**src/rtl/gpio_pkg.sv**
```systemverilog
package gpio_pkg;
  localparam int ADDR_W = 2;
  typedef enum logic [ADDR_W-1:0] {
    REG_DIR  = 2'd0,
    REG_OUT  = 2'd1,
    REG_PINS = 2'd2,
    REG_SFEN = 2'd3
  } gpio_reg_e;
endpackage

```
**src/rtl/gpio_in_sync.sv**
```systemverilog
module gpio_in_sync #(
  parameter int WIDTH = 8
) (
  input  logic             clk,
  input  logic [WIDTH-1:0] raw,
  output logic [WIDTH-1:0] synced
);
  logic [WIDTH-1:0] meta_q;
  logic [WIDTH-1:0] sync_q;

  for (genvar i = 0; i < WIDTH; i++) begin : g_bit
    always_ff @(posedge clk) begin
      meta_q[i] <= raw[i];
      sync_q[i] <= meta_q[i];
    end
  end

  assign synced = sync_q;
endmodule

```
**src/rtl/gpio_regs.sv**
```systemverilog
module gpio_regs
  import gpio_pkg::*;
#(
  parameter int              WIDTH      = 8,
  parameter logic [WIDTH-1:0] SFEN_RESET = '0,
  localparam int             SEL_W      = $clog2(WIDTH)
) (
  input  logic              clk,
  input  logic              rst,
  input  logic              we,
  input  logic [ADDR_W-1:0] addr,
  input  logic              bit_en,
  input  logic [SEL_W-1:0]  bit_sel,
  input  logic [WIDTH-1:0]  wdata,
  input  logic [WIDTH-1:0]  pins,
  output logic [WIDTH-1:0]  dir_q,
  output logic [WIDTH-1:0]  out_q,
  output logic [WIDTH-1:0]  sfen_q,
  output logic [WIDTH-1:0]  rdata
);
  logic [WIDTH-1:0] cur;
  logic [WIDTH-1:0] nxt;
  logic [WIDTH-1:0] rd_sel;

  always_comb begin
    case (gpio_reg_e'(addr))
      REG_DIR:  cur = dir_q;
      REG_OUT:  cur = out_q;
      REG_PINS: cur = pins;
      default:  cur = sfen_q;
    endcase
  end

  always_comb begin
    nxt = cur;
    if (bit_en) nxt[bit_sel] = wdata[0];
    else        nxt = wdata;
  end

  always_comb begin
    rd_sel = '0;
    if (bit_en) rd_sel[0] = cur[bit_sel];
    else        rd_sel = cur;
  end

  always_ff @(posedge clk) begin
    if (rst) begin
      dir_q  <= '0;
      out_q  <= '0;
      sfen_q <= SFEN_RESET;
      rdata  <= '0;
    end else begin
      rdata <= rd_sel;
      if (we) begin
        case (gpio_reg_e'(addr))
          REG_DIR:  dir_q  <= nxt;
          REG_OUT:  out_q  <= nxt;
          REG_SFEN: sfen_q <= nxt;
          default:  ;
        endcase
      end
    end
  end
endmodule

```
**src/rtl/gpio_pad_mux.sv**
```systemverilog
module gpio_pad_mux #(
  parameter int WIDTH = 8
) (
  input  logic             clk,
  input  logic             rst,
  input  logic [WIDTH-1:0] dir,
  input  logic [WIDTH-1:0] out,
  input  logic [WIDTH-1:0] sfen,
  input  logic [WIDTH-1:0] sf_oe,
  input  logic [WIDTH-1:0] sf_out,
  output logic [WIDTH-1:0] pad_oe,
  output logic [WIDTH-1:0] pad_out,
  output logic [WIDTH-1:0] pad_pu
);
  for (genvar i = 0; i < WIDTH; i++) begin : g_pin
    always_ff @(posedge clk) begin
      if (rst) begin
        pad_oe[i]  <= 1'b0;
        pad_out[i] <= 1'b0;
        pad_pu[i]  <= 1'b0;
      end else if (sfen[i]) begin
        pad_oe[i]  <= sf_oe[i];
        pad_out[i] <= sf_oe[i] & sf_out[i];
        pad_pu[i]  <= 1'b0;
      end else begin
        pad_oe[i]  <= dir[i];
        pad_out[i] <= dir[i] & out[i];
        pad_pu[i]  <= ~dir[i] & out[i];
      end
    end
  end
endmodule

```
**src/rtl/gpio_port_ctrl.sv**
```systemverilog
module gpio_port_ctrl
  import gpio_pkg::*;
#(
  parameter int               WIDTH      = 8,
  parameter logic [WIDTH-1:0] SFEN_RESET = 8'hF0,
  localparam int              SEL_W      = $clog2(WIDTH)
) (
  input  logic              clk,
  input  logic              rst,
  input  logic              bus_we,
  input  logic [ADDR_W-1:0] bus_addr,
  input  logic              bus_bit_en,
  input  logic [SEL_W-1:0]  bus_bit_sel,
  input  logic [WIDTH-1:0]  bus_wdata,
  output logic [WIDTH-1:0]  bus_rdata,
  input  logic [WIDTH-1:0]  pad_in,
  output logic [WIDTH-1:0]  pad_oe,
  output logic [WIDTH-1:0]  pad_out,
  output logic [WIDTH-1:0]  pad_pu,
  input  logic [WIDTH-1:0]  sf_oe_in,
  input  logic [WIDTH-1:0]  sf_out_in,
  output logic [WIDTH-1:0]  alt_tap
);
  logic [WIDTH-1:0] pins_sync;
  logic [WIDTH-1:0] dir_q;
  logic [WIDTH-1:0] out_q;
  logic [WIDTH-1:0] sfen_q;

  gpio_in_sync #(.WIDTH(WIDTH)) u_sync (
    .clk    (clk),
    .raw    (pad_in),
    .synced (pins_sync)
  );

  gpio_regs #(.WIDTH(WIDTH), .SFEN_RESET(SFEN_RESET)) u_regs (
    .clk     (clk),
    .rst     (rst),
    .we      (bus_we),
    .addr    (bus_addr),
    .bit_en  (bus_bit_en),
    .bit_sel (bus_bit_sel),
    .wdata   (bus_wdata),
    .pins    (pins_sync),
    .dir_q   (dir_q),
    .out_q   (out_q),
    .sfen_q  (sfen_q),
    .rdata   (bus_rdata)
  );

  gpio_pad_mux #(.WIDTH(WIDTH)) u_pad (
    .clk     (clk),
    .rst     (rst),
    .dir     (dir_q),
    .out     (out_q),
    .sfen    (sfen_q),
    .sf_oe   (sf_oe_in),
    .sf_out  (sf_out_in),
    .pad_oe  (pad_oe),
    .pad_out (pad_out),
    .pad_pu  (pad_pu)
  );

  assign alt_tap = pins_sync;
endmodule

```
**config.mk**
```make
export PLATFORM = sky130hd
export DESIGN_NAME = gpio_port_ctrl
export DESIGN_NICKNAME = d
export VERILOG_FILES = /design/src/rtl/gpio_pkg.sv /design/src/rtl/gpio_in_sync.sv /design/src/rtl/gpio_regs.sv /design/src/rtl/gpio_pad_mux.sv /design/src/rtl/gpio_port_ctrl.sv
export SDC_FILE = /design/constraint.sdc
export NUM_CORES = 1
export LEC_CHECK = 0
export CELL_PAD_IN_SITES_DETAIL_PLACEMENT = 0
export CELL_PAD_IN_SITES_GLOBAL_PLACEMENT = 1
export CORE_UTILIZATION = 36
export DETAILED_ROUTE_END_ITERATION = 16
export PLACE_DENSITY_LB_ADDON = 0.1
export SETUP_SLACK_MARGIN = 0.5
export SLEW_MARGIN = 5
export SYNTH_ARGS = -nofsm -noshare
export SYNTH_HDL_FRONTEND = slang
export SYNTH_SLANG_ARGS = --single-unit
export TNS_END_PERCENT = 1
```
**constraint.sdc**
```tcl
create_clock -name clk -period 2.11 [get_ports clk]
set_input_delay 0.633 -clock clk [delete_from_list [all_inputs] [get_ports clk]]
set_output_delay 0.633 -clock clk [all_outputs]
set_load 0.02 [all_outputs]
```
# Word-level counts from Yosys, hierarchy flattened
# Index checks and enable logic that the tools add are counted.
[word_totals]
output_inout_bits = 40
reg_bits = 72
wordCells = 120
input_bits = 41
[classes]
n_reduce_logical = 14
n_bitwise = 32
eq_ne = 3
order_cmp = 2
n_mux = 24
[ops]
columns = ["cell", "n"]
rows = [
  ["$and A1 B1 Y1", 24],
  ["$pmux W8 S3", 1],
  ["$mux W1", 19],
  ["$reduce_or A2 Y1", 9],
  ["$bwmux W8", 1],
  ["$mux W8", 1],
  ["$not A1 Y1", 8],
  ["$reduce_and A2 Y1", 3],
  ["$eq A2 B2 Y1 const B", 2],
  ["$lt A3 B4 Y1 const B", 1],
  ["$bmux W1 S3", 1],
  ["$demux W1 S3", 1],
  ["$ge A3 B1 Y1 const B", 1],
  ["$eq A2 B1 Y1 const B", 1],
  ["$logic_not A2 Y1", 1],
  ["$logic_and A1 B1 Y1", 1],
]

# Longest topological paths before layout
# Gate-level depths: netlist (run 1).
[logic_depth]
depth_word = 6
ltp_mapped = 6
depth_no_buf = 4

# Modules after synthesis
# A second synthesis (run 1) with hierarchy kept.
[hier_totals]
hier_cells = 294
hier_area_um2 = 2982.9
[modules_own_cells]
columns = ["module", "area_per_inst_um2", "cells_per_inst", "instances"]
rows = [
  ["gpio_regs", 1794.2, 204, 1],
  ["gpio_pad_mux", 868.3, 74, 1],
  ["gpio_in_sync", 320.3, 16, 1],
]

# Worst setup path before layout (run 1)
# No wires, ideal clock.
[synth_timing]
kind = "input to register"
start = "input port bus_addr[0]"
end = "register u_regs.rdata[0]"
t_arrival_ns = 1.868
required_time_ns = 1.985
cell_stages = 6
path_buffers = 2
path_slack_ns = 0.117
setup_ns = 0.125
cell_sequence = "buf_6 buf_2 mux4_2 mux2i_1 a211oi_1 o41a_1"
[synth_via]
elab_chain_len = 5
[synth_rtl]
columns = ["element", "line", "text"]
rows = [
  ["from (decl)", "gpio_port_ctrl.sv:11", "input logic [ADDR_W-1:0] bus_addr,"],
  ["$eq A2 B2 Y1 (tied with other cells)", "gpio_regs.sv:26", "case (gpio_reg_e'(addr))"],
  ["$pmux W8 S3 *", "gpio_regs.sv:26", ""],
  ["$bmux W1 S3", "gpio_regs.sv:42", "if (bit_en) rd_sel[0] = cur[bit_sel];"],
  ["$mux W1 (implied by the code)", "gpio_regs.sv:42", ""],
  ["$mux W1 *", "gpio_regs.sv:42", ""],
  ["to (signal assigned)", "gpio_regs.sv:53", "rdata <= rd_sel;"],
  ["to (decl)", "gpio_regs.sv:19", "output logic [WIDTH-1:0] rdata"],
]
# Mark *: on every way between the ends. The rest lies on a longest branch, timed or not. The select of a mux whose other input is x is not followed.
# A chain may end at the register's enable or synchronous reset.

# Final worst setup path (run 1)
[layout_timing]
start = "input port bus_addr[1]"
end = "register u_regs.rdata[0]"
# The elaborated chain is that of the path after synthesis.

==> results.toml, run 1 <==
[sta]
tightest_slew_ns = 0.314
whs_ns = 0.328
report.final.hold_viol_count = 0
period_minus_slack_ns = 1.75
slew_headroom_pct = 79.0
clock.fmax_mhz = 571
min_period_over_period_pct = 82.9
finClkSkew_ns = 0.00676
finalSetupViolations = 0
rsz0062_at_grt = "yes"
slew_violations = 0
tns_ns = 0

[grt]
grtUsageTotal_pct = 19.4
grt_pass1_vias = 2192
grt_pass1_wl_um = 11200
antenna_found_initial = 0
gr-total-overflow = 0
grt_start_max_net_pins = 18

[detailed_routing]
remaining_drc_errors = 0
route.vias.total = 2299
postRouteWirelength_um = 7070
via_per_inst = 4.99
drtPass1Iterations = 4
first_iter_violations = 99
antenna_left = 0
wl_per_cell_um = 15.3

[clock_tree]
cts_buffers = 9
hold_buffers = 0
clk_path_buf_depth = 2
path_clk_slew_ns = 0.07
tritoncts = "yes"
cts_sinks = 72
clock_latency_ns = 0.34
root_buffer = "clkbuf_8"
cts_max_level = 3

[power]
p_comb_share_pct = 13.6
p_per_area_mw_per_mm2 = 761
intPower_w = 0.00247
switching_share_pct = 22.8
seq_power_share_pct = 45.2
power_frac_clock_pct = 41.2
p_sw_w = 0.000731
leakagePower_nw = 1.76
ir_worst_vdd_mv = 0.590

[synthesis]
synth_ff_type = "dfxtp_1"
yosys_warnings = 0
postSynthAreaPerCell_sq_um = 11.0
synth-seq-cells = 72
synthMostInstantiatedCell = "dfxtp_1"
synth_area_leaders = "dfxtp_1 (53%), mux2i_1 (7.0%), mux4_2 (5.8%), nand3b_1 (3.3%), o22ai_1 (3.2%)"
synth_cells = 249
ys_top_cells_by_count = "dfxtp_1 (72), mux2i_1 (19), nand2_1 (17)"
synth_cell_types = 30
netlist_area_sq_mm = 0.00274
synth-edff-count = 0
async_reset_ff_share_pct = 0
synth.top_cell.area_share_pct = 52.7
yosysTopAreaCell = "dfxtp_1"
syn_nets = 290
yosysSeqAreaShare_pct = 52.7

[die]
coreArea_sq_mm = 0.00729
die_area_sq_mm = 0.00795
die_w_um = 89.2
num_rows = 31
dieHeight_um = 89.2
initial_core_util_pct = 37.5
io_pins = 81

[setup_path]
endpoint_kind = "flip-flop"
cp-startpoint = "bus_addr[1]"
cp.arrival_ns = 1.98
rr_endpoint = "u_regs.rdata[0]"
crit_path_start_kind = "primary input"
rr_startpoint = "u_regs.dir_q[4]"
cp.required_ns = 2.34
worstSetupPathType = "primary input to flip-flop"
rrSetupSlack_ns = 0.49
rr_worst_depth = 3
crit_end = "u_regs.rdata[0]"
cp_max_fo = 7

[placement]
placed_area_sq_mm = 0.00381
gp_congestion = 0.787
dp_hpwl_um = 5050
port_buffers = 80

[cells_and_area]
fin_nets = 398
final_cell_area_sq_mm = 0.00421
drive_gt1_share_pct = 23.2
synthToLayoutAreaGrowth_pct = 53.7
final_util_pct = 57.7
antenna_cells = 0

[flow_run]
cap_violations = 0

[status]
outcome = "complete, no violations"

[hold_path]
hp-class = "flip-flop to flip-flop"
==> placed cells by master (no fill, tap or decap), types with 4 or more instances in the layout <==
master and n:
dfxtp_1 72, dlygate4sd2_1 40, clkdlybuf4s50_1 35, buf_4 26
nand2_1 15, o22ai_1 14, a21oi_1 14, nor2_1 13
nand3_1 13, nand3b_1 12, mux2i_1 12, clkbuf_8 10
mux4_2 9, and2_1 9, nor4b_1 8, mux2i_4 5
o21ai_0 5, mux2_2 4, buf_6 4
==> critical path, stage by stage <==
cell and delay (ns):
buf_6 0.07, buf_8 0.12, mux4_2 0.56, nand3b_1 0.11, a21oi_1 0.07, o41a_1 0.40
==> power by group through the flow <==
stage | combinational (W) | clock, W | sequential, W
finish | 0.000435 | 0.00132 | 0.00145
CTS | 0.000427 | 0.00137 | 0.00145
global route | 0.000466 | 0.00143 | 0.00145
global placement | 0.000394 | 0 | 0.00148
detailed placement | 0.000396 | 0 | 0.00148
floorplan | 0.000162 | 0 | 0.00150
==> final cells by class <==
type	count	area [sq um]
clock buffers	11	141
clock inverters	5	104
fillers	675	3090
inverters	2	11.3
multi-input cells	159	1320
flip-flops and latches	72	1440
well taps	99	124
repair buffers	113	1070
==> routing by layer <==
| metal | vias to the layer above | GRT usage (%) | part of all wire (%) |
|---|---|---|---|
| met4 | 0 | 6.49 | 1.2 |
| met5 | - | 0 | 0 |
| met2 | 74 | 30.0 | 47 |
| met1 | 1091 | 25.9 | 46 |
| met3 | 8 | 5.91 | 6.6 |
| li1 | 1126 | - | - |
==> kinds of logic after synthesis <==
logic type	count (synthesis)	share of synthesized area (%)
AOI/OAI and AO/OA	43	9.42
buffers and inverters	18	3.52
DFF	72	52.7
muxes	35	17.5
and+or+nand+nor	81	16.9
==> how the worst min path moves through the flow <==
stage,startpoint,end,slack [ns],depth (start not counted)
global placement,u_sync.meta_q[2],u_sync.synced[2],0.31,0
global route,u_sync.meta_q[0],u_sync.synced[0],0.33,0
detailed placement,u_sync.meta_q[7],u_sync.synced[7],0.31,0
floorplan,u_sync.meta_q[0],u_sync.synced[0],0.31,0
CTS,u_sync.meta_q[0],u_sync.synced[0],0.33,0
finish,u_sync.meta_q[0],u_sync.synced[0],0.33,0
==> stage by stage <==
stage / power, W / setup WS [ns] / instances
floorplan: 0.00166 / 0.152 / 249
global placement: 0.00187 / -0.525 / 440
detailed placement: 0.00188 / -0.538 / 440
CTS: 0.00324 / 0.348 / 461
global route: 0.00335 / 0.328 / 461
finish: 0.00320 / 0.360 / 461
==> what timing repair did <==
item,4_1_cts,5_1_grt
endpoints found under the setup margin,72,72
pin swaps,4,4
gates cloned,1,0
gates resized for setup,81,13
buffers inserted,4,0
Note: power is estimated with default switching activity, not from simulation.
==> run 2: changes to the inputs <==
--- a/config.mk
+++ b/config.mk
@@ -7,7 +7,7 @@
 export LEC_CHECK = 0
 export CELL_PAD_IN_SITES_DETAIL_PLACEMENT = 0
 export CELL_PAD_IN_SITES_GLOBAL_PLACEMENT = 1
-export CORE_UTILIZATION = 36
+export CORE_UTILIZATION = 32
 export DETAILED_ROUTE_END_ITERATION = 16
 export PLACE_DENSITY_LB_ADDON = 0.1
 export SETUP_SLACK_MARGIN = 0.5
==> constraint.sdc (replaced) <==
create_clock -name clk -period 1.43 [get_ports clk]
set_input_delay 0.429 -clock clk [delete_from_list [all_inputs] [get_ports clk]]
set_output_delay 0.429 -clock clk [all_outputs]
set_load 0.02 [all_outputs]
==> run 2 against run 1 <==
The flow now finishes with violations (setup timing). Global-route usage is 0.85 points lower. Clock-buffer cell count is 1 lower. Register-to-register slack worse by 0.60 ns. Clock power is 15% higher. Sequential share of layout area is 1.6 points lower. Routed wire length is 8.8% higher. Clock skew is 0.0014 ns higher. Sequential power is 47% higher. Die area is 12% higher. Critical path depth is 3 lower. Worst hold slack worse by 0.0013 ns. Total power is 38% higher. Critical path type is now flip-flop to flip-flop. Largest power group unchanged.
==> results.toml, run 2 (synthesis gave the netlist of run 1 again) <==
[power]
switching_share_pct = 25.0
power_frac_clock_pct = 34.3
ir_worst_vdd_mv = 0.448
p_comb_share_pct = 17.6
seq_power_share_pct = 48.1
leakagePower_nw = 1.87
p_per_area_mw_per_mm2 = 965
intPower_w = 0.00332
p_sw_w = 0.00111

[setup_path]
rr_startpoint = "u_regs.out_q[5]"
rr_worst_depth = 3
rrSetupSlack_ns = -0.11
cp_cell_sequence = "mux4_2 > o2111a_1 > o41a_1"
worstSetupPathType = "flip-flop to flip-flop"
cp_max_fo = 3
max_stage_delay_ns = 0.47
cp.arrival_ns = 1.77
rr_endpoint = "u_regs.rdata[0]"
cpMaxStageDelayCell = "mux4_2"
endpoint_kind = "flip-flop"
cp.required_ns = 1.66
crit_path_start_kind = "flip-flop"

[clock_tree]
clk_path_buf_depth = 2
clock_latency_ns = 0.34
root_buffer = "clkbuf_8"
cts_max_level = 3
path_clk_slew_ns = 0.07
cts_buffers = 9
tritoncts = "yes"
cts_sinks = 72

[die]
initial_core_util_pct = 33.1
coreArea_sq_mm = 0.00826
dieHeight_um = 94.5
die_w_um = 94.5
num_rows = 33
die_area_sq_mm = 0.00892
io_pins = 81

[hold_path]
holdPathStages = 0
hp-start = "u_sync.meta_q[6]"
hold_path_end = "u_sync.synced[6]"
hp-class = "flip-flop to flip-flop"

[sta]
period_minus_slack_ns = 1.54
tightest_slew_ns = 0.360
whs_ns = 0.327
slew_headroom_pct = 75.9
fin_ws_ns = -0.114
clock.fmax_mhz = 648
report.final.hold_viol_count = 0
slew_violations = 0
min_period_over_period_pct = 108
rsz0062_at_grt = "yes"
tns_ns = -1.49
finalSetupViolations = 26
finClkSkew_ns = 0.00818

[detailed_routing]
antenna_left = 0
drtPass1Iterations = 4
wl_per_cell_um = 15.5
first_iter_violations = 101
postRouteWirelength_um = 7690
via_per_inst = 4.90
route.vias.total = 2437
remaining_drc_errors = 0

[cells_and_area]
layout_common_cells = "buf_6 (53), buf_4 (49), dfxtp_2 (42)"
fin_cells = 497
drive_gt1_share_pct = 50.5
fin_nets = 430
synthToLayoutAreaGrowth_pct = 67.5
nFillCells = 771
final_common_cell = "buf_6"
antenna_cells = 0

[grt]
gr-total-overflow = 0
antenna_found_initial = 0
grtUsageTotal_pct = 18.6
grt_start_max_net_pins = 19
grt_pass1_wl_um = 12400
grt_pass1_vias = 2493

[placement]
dp_hpwl_um = 5280
placed_cells = 475
gp_congestion = 0.817
port_buffers = 80

[status]
violations = "setup timing"
outcome = "finished, violations left"

[flow_run]
cap_violations = 0
==> run 2: worst max-delay path, delay by kind of cell, from the launching register on <==
kind,cells,cell delay [ns]
muxes,1,0.47
AOI/OAI and AO/OA,2,0.63
DFF,1,0.33
==> run 2: power by group through the flow <==
stage	combinational, W	sequential [W]	clock [W]
after floorplan	0.000238	0.00222	0
after global placement	0.000648	0.00216	0
after detailed placement	0.000651	0.00216	0
after CTS	0.000754	0.00213	0.00155
after global routing	0.000831	0.00214	0.00165
final	0.000779	0.00213	0.00152
==> run 2: worst max path at each step <==
stage	from	end	slack, ns	cells past startpoint
final	u_regs.out_q[5]	u_regs.rdata[0]	-0.11	3
after global routing	u_regs.sfen_q[7]	u_regs.out_q[7]	-0.14	4
after CTS	bus_addr[1]	u_regs.rdata[0]	-0.14	6
after detailed placement	bus_addr[0]	u_regs.out_q[5]	-1.03	6
after global placement	bus_addr[0]	u_regs.out_q[5]	-1.03	6
after floorplan	bus_addr[1]	u_regs.rdata[0]	-0.32	5
==> run 2: what timing repair did <==
action	in CTS	in global routing
setup buffers	4	2
pin swaps	11	3
gates cloned	2	0
resized for setup	331	15
hold buffers	0	0
setup endpoints to repair	96	78
==> run 2: final cells by class <==
class                   instances  area, sq um  share of cell area [%]
inverters                       2         7.51                   0.164
multi-input cells             159         1360                    29.6
flip-flops and latches         72         1500                    32.7
clock buffers                  10          128                    2.78
well taps                     105          131                    2.87
repair buffers                145         1410                    30.8
clock inverters                 4         47.5                    1.04
==> run 2: through the flow <==
stage / total power [W] / instance area [sq um] / utilization [%] / setup slack, ns
6_report: 0.00442 / 4580 / 55.5 / -0.114
5_1_grt: 0.00461 / 4580 / 55.5 / -0.144
4_1_cts: 0.00444 / 4520 / 54.7 / -0.144
3_5_place_dp: 0.00281 / 4020 / 48.7 / -1.03
3_3_place_gp: 0.00281 / 4020 / 48.7 / -1.03
2_1_floorplan: 0.00246 / 2750 / - / -0.324
==> run 2: layer usage <==
| layer | share of wire (%) | vias to the layer above | GRT usage (%) |
|---|---|---|---|
| met5 | 0 | - | 0 |
| met4 | 2.8 | 0 | 8.21 |
| met3 | 4.6 | 16 | 3.54 |
| met2 | 45 | 72 | 29.0 |
| met1 | 48 | 1160 | 24.8 |
| li1 | - | 1189 | - |
